`src/rtl/aib_pkg.sv`:
```
package aib_pkg;

    localparam int WORD_W  = 32;
    localparam int LANE_W  = 8;
    localparam int N_LANES = WORD_W / LANE_W;

    // Lane order inside word A
    localparam int LANE_TXRDY = 0;
    localparam int LANE_TXUNF = 1;
    localparam int LANE_RXRDY = 2;
    localparam int LANE_RXOVF = 3;

    // Bit positions inside word B
    localparam int B_WERR    = 0;
    localparam int B_TXF_RDY = 8;
    localparam int B_TXF_EMP = 9;
    localparam int B_RXF_RDY = 12;
    localparam int B_RXF_FUL = 13;

    localparam logic [WORD_W-1:0] IMPL_B   = (WORD_W'(1) << B_WERR)    | (WORD_W'(1) << B_TXF_RDY)
                                           | (WORD_W'(1) << B_TXF_EMP) | (WORD_W'(1) << B_RXF_RDY)
                                           | (WORD_W'(1) << B_RXF_FUL);
    localparam logic [WORD_W-1:0] STICKY_B = WORD_W'(1) << B_WERR;

    typedef enum logic [2:0] {
        REG_A_SET  = 3'd0,
        REG_A_CLR  = 3'd1,
        REG_A_MASK = 3'd2,
        REG_A_STAT = 3'd3,
        REG_B_SET  = 3'd4,
        REG_B_CLR  = 3'd5,
        REG_B_MASK = 3'd6,
        REG_B_STAT = 3'd7
    } aib_reg_e;

    // Bits of word A that exist for a given channel count
    function automatic logic [WORD_W-1:0] impl_a(input int n_ch);
        logic [WORD_W-1:0] m;
        m = '0;
        for (int ln = 0; ln < N_LANES; ln++) begin
            for (int ch = 0; ch < LANE_W; ch++) begin
                if (ch < n_ch) m[ln*LANE_W + ch] = 1'b1;
            end
        end
        return m;
    endfunction

    // Latching lanes of word A (underrun and overflow)
    function automatic logic [WORD_W-1:0] sticky_a(input int n_ch);
        logic [WORD_W-1:0] m;
        m = '0;
        for (int ch = 0; ch < LANE_W; ch++) begin
            if (ch < n_ch) begin
                m[LANE_TXUNF*LANE_W + ch] = 1'b1;
                m[LANE_RXOVF*LANE_W + ch] = 1'b1;
            end
        end
        return m;
    endfunction

endpackage

```
`src/rtl/aib_mask_reg.sv`:
```
module aib_mask_reg
    import aib_pkg::*;
#(
    parameter logic [WORD_W-1:0] IMPL = '1
) (
    input  logic              clk,
    input  logic              rst,
    input  logic              set_we,
    input  logic              clr_we,
    input  logic [WORD_W-1:0] wdata,
    output logic [WORD_W-1:0] mask
);

    typedef struct packed {
        logic [WORD_W-1:0] mask;
    } mask_state_t;

    mask_state_t st_d, st_q;

    always_comb begin
        st_d = st_q;
        if (set_we) begin
            st_d.mask = st_d.mask | (wdata & IMPL);
        end
        if (clr_we) begin
            st_d.mask = st_d.mask & ~wdata;
        end
    end

    always_ff @(posedge clk) begin
        if (rst) begin
            st_q <= '0;
        end else begin
            st_q <= st_d;
        end
    end

    assign mask = st_q.mask;

endmodule

```
`src/rtl/aib_status_a.sv`:
```
module aib_status_a
    import aib_pkg::*;
#(
    parameter int NUM_CH = 8
) (
    input  logic              clk,
    input  logic              rst,
    input  logic [NUM_CH-1:0] tx_rdy,
    input  logic [NUM_CH-1:0] tx_unf,
    input  logic [NUM_CH-1:0] rx_rdy,
    input  logic [NUM_CH-1:0] rx_ovf,
    input  logic              rd_clr,
    output logic [WORD_W-1:0] stat
);

    localparam logic [WORD_W-1:0] STICKY = sticky_a(NUM_CH);

    typedef struct packed {
        logic [WORD_W-1:0] stat;
    } stat_a_state_t;

    stat_a_state_t st_d, st_q;

    logic [WORD_W-1:0] level_vec;
    logic [WORD_W-1:0] event_vec;

    // Place every channel's signals in its lane
    for (genvar ln = 0; ln < N_LANES; ln++) begin : g_lane
        for (genvar ch = 0; ch < LANE_W; ch++) begin : g_ch
            if (ch < NUM_CH) begin : g_live
                if (ln == LANE_TXRDY) begin : g_txr
                    assign level_vec[ln*LANE_W + ch] = tx_rdy[ch];
                    assign event_vec[ln*LANE_W + ch] = 1'b0;
                end else if (ln == LANE_TXUNF) begin : g_txu
                    assign level_vec[ln*LANE_W + ch] = 1'b0;
                    assign event_vec[ln*LANE_W + ch] = tx_unf[ch];
                end else if (ln == LANE_RXRDY) begin : g_rxr
                    assign level_vec[ln*LANE_W + ch] = rx_rdy[ch];
                    assign event_vec[ln*LANE_W + ch] = 1'b0;
                end else begin : g_rxo
                    assign level_vec[ln*LANE_W + ch] = 1'b0;
                    assign event_vec[ln*LANE_W + ch] = rx_ovf[ch];
                end
            end else begin : g_absent
                assign level_vec[ln*LANE_W + ch] = 1'b0;
                assign event_vec[ln*LANE_W + ch] = 1'b0;
            end
        end
    end

    always_comb begin
        logic [WORD_W-1:0] held;
        st_d = st_q;
        held = rd_clr ? '0 : (st_q.stat & STICKY);
        st_d.stat = level_vec | event_vec | held;
    end

    always_ff @(posedge clk) begin
        if (rst) begin
            st_q <= '0;
        end else begin
            st_q <= st_d;
        end
    end

    assign stat = st_q.stat;

endmodule

```
`src/rtl/aib_status_b.sv`:
```
module aib_status_b
    import aib_pkg::*;
(
    input  logic              clk,
    input  logic              rst,
    input  logic              wr_err,
    input  logic              txf_rdy,
    input  logic              txf_empty,
    input  logic              rxf_rdy,
    input  logic              rxf_full,
    input  logic              rd_clr,
    output logic [WORD_W-1:0] stat
);

    typedef struct packed {
        logic [WORD_W-1:0] stat;
    } stat_b_state_t;

    stat_b_state_t st_d, st_q;

    always_comb begin
        logic [WORD_W-1:0] lvl;
        logic [WORD_W-1:0] evt;
        logic [WORD_W-1:0] held;
        lvl = '0;
        evt = '0;
        lvl[B_TXF_RDY] = txf_rdy;
        lvl[B_TXF_EMP] = txf_empty;
        lvl[B_RXF_RDY] = rxf_rdy;
        lvl[B_RXF_FUL] = rxf_full;
        evt[B_WERR]    = wr_err;
        held = rd_clr ? '0 : (st_q.stat & STICKY_B);
        st_d = st_q;
        st_d.stat = lvl | evt | held;
    end

    always_ff @(posedge clk) begin
        if (rst) begin
            st_q <= '0;
        end else begin
            st_q <= st_d;
        end
    end

    assign stat = st_q.stat;

endmodule

```
`src/rtl/audio_irq_bank.sv`:
```
module audio_irq_bank
    import aib_pkg::*;
#(
    parameter int NUM_CH = 8,
    parameter int ADDR_W = 4
) (
    input  logic              clk,
    input  logic              rst,
    input  logic              bus_en,
    input  logic              bus_wr,
    input  logic [ADDR_W-1:0] bus_addr,
    input  logic [WORD_W-1:0] bus_wdata,
    output logic [WORD_W-1:0] bus_rdata,
    input  logic [NUM_CH-1:0] tx_rdy,
    input  logic [NUM_CH-1:0] tx_unf,
    input  logic [NUM_CH-1:0] rx_rdy,
    input  logic [NUM_CH-1:0] rx_ovf,
    input  logic              wr_err,
    input  logic              txf_rdy,
    input  logic              txf_empty,
    input  logic              rxf_rdy,
    input  logic              rxf_full,
    output logic              irq
);

    localparam logic [WORD_W-1:0] IMPL_A = impl_a(NUM_CH);

    typedef struct packed {
        logic [WORD_W-1:0] rdata;
    } top_state_t;

    top_state_t st_d, st_q;

    logic              in_map;
    aib_reg_e          reg_idx;
    logic              wr_hit;
    logic              rd_hit;
    logic [WORD_W-1:0] mask_a, mask_b, stat_a, stat_b;
    logic [WORD_W-1:0] rd_val;

    assign in_map  = (bus_addr >> 3) == '0;
    assign reg_idx = aib_reg_e'(bus_addr[2:0]);
    assign wr_hit  = bus_en &&  bus_wr && in_map;
    assign rd_hit  = bus_en && !bus_wr && in_map;

    aib_mask_reg #(.IMPL(IMPL_A)) u_mask_a (
        .clk    (clk),
        .rst    (rst),
        .set_we (wr_hit && reg_idx == REG_A_SET),
        .clr_we (wr_hit && reg_idx == REG_A_CLR),
        .wdata  (bus_wdata),
        .mask   (mask_a)
    );

    aib_mask_reg #(.IMPL(IMPL_B)) u_mask_b (
        .clk    (clk),
        .rst    (rst),
        .set_we (wr_hit && reg_idx == REG_B_SET),
        .clr_we (wr_hit && reg_idx == REG_B_CLR),
        .wdata  (bus_wdata),
        .mask   (mask_b)
    );

    aib_status_a #(.NUM_CH(NUM_CH)) u_stat_a (
        .clk    (clk),
        .rst    (rst),
        .tx_rdy (tx_rdy),
        .tx_unf (tx_unf),
        .rx_rdy (rx_rdy),
        .rx_ovf (rx_ovf),
        .rd_clr (rd_hit && reg_idx == REG_A_STAT),
        .stat   (stat_a)
    );

    aib_status_b u_stat_b (
        .clk       (clk),
        .rst       (rst),
        .wr_err    (wr_err),
        .txf_rdy   (txf_rdy),
        .txf_empty (txf_empty),
        .rxf_rdy   (rxf_rdy),
        .rxf_full  (rxf_full),
        .rd_clr    (rd_hit && reg_idx == REG_B_STAT),
        .stat      (stat_b)
    );

    always_comb begin
        rd_val = '0;
        if (in_map) begin
            unique case (reg_idx)
                REG_A_MASK: rd_val = mask_a;
                REG_A_STAT: rd_val = stat_a;
                REG_B_MASK: rd_val = mask_b;
                REG_B_STAT: rd_val = stat_b;
                default:    rd_val = '0;
            endcase
        end
    end

    always_comb begin
        st_d = st_q;
        if (bus_en && !bus_wr) begin
            st_d.rdata = rd_val;
        end
    end

    always_ff @(posedge clk) begin
        if (rst) begin
            st_q <= '0;
        end else begin
            st_q <= st_d;
        end
    end

    assign bus_rdata = st_q.rdata;
    assign irq       = (|(mask_a & stat_a)) || (|(mask_b & stat_b));

endmodule

```
`config.mk`:
```
export PLATFORM = sky130hd
export DESIGN_NAME = audio_irq_bank
export DESIGN_NICKNAME = d
export VERILOG_FILES = /design/src/rtl/aib_pkg.sv /design/src/rtl/aib_mask_reg.sv /design/src/rtl/aib_status_a.sv /design/src/rtl/aib_status_b.sv /design/src/rtl/audio_irq_bank.sv
export SDC_FILE = /design/constraint.sdc
export NUM_CORES = 1
export LEC_CHECK = 0
export BUFFER_PORTS_ARGS = -buffer_cell sky130_fd_sc_hd__buf_2
export CORE_MARGIN = 3
export CORE_UTILIZATION = 30
export CTS_CLUSTER_SIZE = 25
export DETAILED_ROUTE_END_ITERATION = 6
export GPL_TIMING_DRIVEN = 0
export PLACE_DENSITY = 0.49
export SLEW_MARGIN = 10
export SYNTH_ARGS = -nofsm -noshare
export SYNTH_HDL_FRONTEND = slang
export SYNTH_SLANG_ARGS = --single-unit
```
`constraint.sdc`:
```
create_clock -name clk -period 1.73 [get_ports clk]
set_input_delay 0.346 -clock clk [delete_from_list [all_inputs] [get_ports clk]]
set_output_delay 0.346 -clock clk [all_outputs]
set_load 0.02 [all_outputs]
```
# ---- Word-level counts from Yosys, hierarchy flattened
# Cells that the tools add are included.
dict set report word_totals {
  register_bits 160
  inputBits 77
  output_inout_bits 33
  wordCells 47
}
dict set report op_classes {
  n_eq_ne 7
  mux 8
  bitwise 11
  n_reduce_logical 16
}
# cell count
set ops {}
lappend ops {{two-way mux 32 bit} 6}
lappend ops {{bitwise AND 32 bit} 4}
lappend ops {{one-hot mux 32 bit (4 select lines)} 1}
lappend ops {{OR 32 bit} 3}
lappend ops {{OR reduction 32 bit} 2}
lappend ops {{inverter 32 bit} 1}
lappend ops {{OR 24 x 32 -> 32 bit} 1}
lappend ops {{OR 32 x 14 -> 32 bit} 1}
lappend ops {{OR 14 x 1 -> 14 bit} 1}
lappend ops {{equality test 3 bit, second input constant} 4}
lappend ops {{logical AND 1 bit} 10}
lappend ops {{equality test 3 x 2 -> 1 bit, second input constant} 2}
lappend ops {{zero test 4 bit} 1}
lappend ops {{equality test 3 x 1 -> 1 bit, second input constant} 1}
lappend ops {{zero test 3 bit} 1}
lappend ops {{zero test 1 bit} 1}
lappend ops {{logical OR 1 bit} 1}
lappend ops {{two-way mux 1 bit} 1}

# ---- Longest topological paths before layout
dict set report logic_depth {
  depth_word 6
  mapped_depth 7
  ltp_nobuf 4
}

# ---- Cells and area by module
# From an unflattened synthesis, not the netlist that was laid out.
dict set report unflattened {
  hier_cells 551
  hier_area_um2 5930.7
}
# mod n_inst cells_per_inst area_per_inst_um2 seq_area_each_um2
set by_module_without_submodules {}
lappend by_module_without_submodules {audio_irq_bank 1 204 2068.2 640.6}
lappend by_module_without_submodules {{aib_mask_reg (u_mask_a)} 1 105 1261.2 640.6}
lappend by_module_without_submodules {{aib_mask_reg (u_mask_b)} 1 102 1224.9 640.6}
lappend by_module_without_submodules {aib_status_a 1 100 1018.5 640.6}
lappend by_module_without_submodules {aib_status_b 1 40 357.8 100.1}

# ---- Least setup slack after synthesis
# OpenSTA, ideal clock, no wires.
dict set report synth_path {
  path_kind {register -> output}
  from {register u_stat_a.st_q (netlist bit u_stat_a.stat[23])}
  to {output irq}
  arrival_time_ps 1426
  required_ps 1384
  slack_ps -42
  path_stages_with_launch 5
  path_buffers 0
  path_cell_list {dfxtp_1 -> a22o_1 -> a221oi_1 -> nand4_1 -> or4_1}
}
dict set report synth_between {
  elab_chain_cells 3
}
# element line
set synth_lines {}
lappend synth_lines {{start: declaration} aib_status_a.sv:22} ;# stat_a_state_t st_d, st_q;
lappend synth_lines {{start signal: assignment} aib_status_a.sv:62} ;# st_q <= st_d;
lappend synth_lines {{bitwise AND 32 bit} audio_irq_bank.sv:116} ;# assign irq = (|(mask_a & stat_a)) || (|(mask_b & stat_b));
lappend synth_lines {{OR reduction 32 bit} audio_irq_bank.sv:116}
lappend synth_lines {{logical OR 1 bit} audio_irq_bank.sv:116}
lappend synth_lines {{end: declaration} audio_irq_bank.sv:23} ;# output logic irq
# No other way between the ends.

# ---- Worst setup path after layout
dict set report layout_path {
  from {register u_stat_a.st_q (netlist bit u_stat_a.stat[29])}
  to {output irq}
}
# The elaborated chain is that of the path after synthesis.

==> results.toml <==
[hold_path]
hold_path_class = "in2reg"
hp-start = "bus_wdata[2]"

[sta]
hold_violations = 0
fin_crit_ns = 2.49
skew_ns = 0.00901
fin_ws_ns = -0.756
tns_ns = -0.756
worst_slew_pin_slew_ns = 0.668
setup_viol = 1
rsz0062_at_grt = "true"
relSlewSlack_pct = 55.4
fin_crit_sh_pct = 144
drv_slew = 0
fmax_mhz = 402

[setup_path]
worstPathArrival_ns = 2.14
start_kind = "flip-flop"
endpoint_kind = "output port"
crit_path_cell_trace = "a222oi_1 > nand4_1 > or4_4 > buf_6"
cp_slowest_cell = "a222oi_1"
crit_type = "reg2out"
critical_path.top_delay_family = "simple AND/OR/NAND/NOR gates"
timing.critical_path.required_ns = 1.38
worstSetupStartpoint = "u_stat_a.stat[29]"
cp_num_buf_inv = 1
critPathMaxStageDelay_ns = 0.54
crit_fanout = 3

[detailed_routing]
vias = 4650
post_drt_via_cell_ratio = 5.28
drc = 0
drt_iter0_drc = 324
ant_nets = 0
dr.pass1.iters = 6
wl_um = 18200
post_drt_wl_per_cell_um = 20.7

[finish]
final_cell_mix = "131 x dfxtp_1, 119 x buf_2, 81 x a21oi_1"
drive_gt1_share_pct = 25.6
nets = 724
layout_commonest_cell = "dfxtp_1"
insertedDiodeCount = 0
synthToLayoutAreaGrowth_pct = 28.4
layoutNonFillerInstCount = 880

[floorplanning]
dieArea_um2 = 18900
die_w_um = 138
start_util_pct = 31.0
core_area_um2 = 16800
fp.dieH_um = 138
ios = 110
rows = 47

[synthesis]
mappedNetlistArea_um2 = 5190
synth_cell_types = 26
synth_top_area_cell = "dfxtp_1"
yosysSeqAreaShare_pct = 51.3
yosysTopAreaCellShare_pct = 51.3
synth-edff-count = 0
async_reset_ff_share_pct = 0
avgSynthCellArea_um2 = 10.0
synth_top_cells_by_area = "dfxtp_1 51%, a21oi_1 7.8%, a311oi_1 6.2%"
yosysWarningCount = 0
synth_nets = 595
ys_ff_latch = 133
syn-instance-count = 518
synthFlopType = "dfxtp_1"

[status]
violations = "negative setup slack"
status = "finished with violations"

[cts]
cts_sinks = 133
cts_tree = "yes"
clk_pin_slew_ns = 0.06
clockRootBuffer = "clkbuf_16"
htree_levels = 4
cts_buffer_depth = 2
clk-insertion-delay-late_ns = 0.42
numCtsBuffers = 17

[global_routing]
grt_overflow = 0
grt_pass1_vias = 4551
grt_max_degree = 17
grt_pass1_wl_um = 26800
antenna_found_initial = 1
track_usage_pct = 19.5

[place]
pre_cts_slack_ns = -0.729
io_buffers = 106
gp_congestion = 0.833
dpl.cell_count = 844
dpl.hpwl_um = 13100

[flow_run]
cap_viol_max_count = 0

[power]
total_power_mw = 7.47
leakage_nw = 2.60
power_density_nw_per_um2 = 1120
ir_worst_vdd_uv = 783
==> cells by family (layout without fill, tap and decap cells) <==
family	after synthesis	count (layout)	synth area share, %
simple gates	110	110	11.3
flops	133	133	51.3
buf+inv	48	190	4.00
compound gates	195	195	26.0
mux	32	32	7.38
==> report_power, final <==
part           total, mW  switching (mW)  internal (mW)
combinational      0.518           0.319          0.199
sequential          3.19          0.0539           3.13
clock               3.77            1.35           2.41
==> worst register-to-register path, delay by kind of cell, from the launching register on <==
kind             cells  cell delay [ns]
AO/OA/AOI/OAI        1             0.19
AND/OR/NAND/NOR      1             0.06
multiplexers         1             0.51
flip-flops           1             0.33
==> through the flow <==
step | hold WS [ns] | util [%] | area, µm²
2_1_floorplan | 0.427 | - | 5190
6_report | 0.128 | 39.7 | 6660
3_5_place_dp | 0.437 | 35.8 | 6000
4_1_cts | 0.109 | 39.6 | 6630
3_3_place_gp | 0.435 | 35.8 | 6000
5_1_grt | 0.117 | 39.7 | 6660
==> cell usage after synthesis (all sizes together) (5+ instances only) <==
cell / number
clkbuf: 31
mux2i: 27
a22oi: 43
mux4: 5
a21oi: 81
nor2: 49
dfxtp: 133
nand2b: 28
o2bb2ai: 27
buf: 17
nor2b: 21
a311oi: 37
==> layout make-up <==
type | count | area, µm²
fillers | 1682 | 10100
repair buffers | 110 | 567
clock buffers | 24 | 492
flip-flops and latches | 133 | 2670
multi-input cells | 337 | 2330
plain buffers | 48 | 213
clock inverters | 8 | 121
well taps | 220 | 275
==> worst paths after layout <==
kind                                     endpoint  slack, ns  cells past startpoint
worst max-delay path                          irq      -0.76                      4
worst min-delay path             u_mask_b.mask[2]       0.13                      2
worst max register to register       bus_rdata[9]       0.50                      3
worst min register to register  u_mask_b.mask[23]       0.45                      2
==> metal layers <==
metal / global-route usage (%) / vias to the layer above / share of wire, %
met5: 0 / - / 0.038
met4: 6.60 / 2 / 2.1
met3: 5.33 / 32 / 7.4
met2: 30.9 / 190 / 46
met1: 25.6 / 2212 / 44
li1: - / 2214 / -
==> repair_timing <==
action | 4_1_cts | 5_1_grt
pin swaps | 3 | 2
buffers inserted | 1 | 3
hold buffers | 0 | 0
endpoints found under the setup margin | 11 | 23
resized for setup | 6 | 6
(Power assumes the default switching activity.)
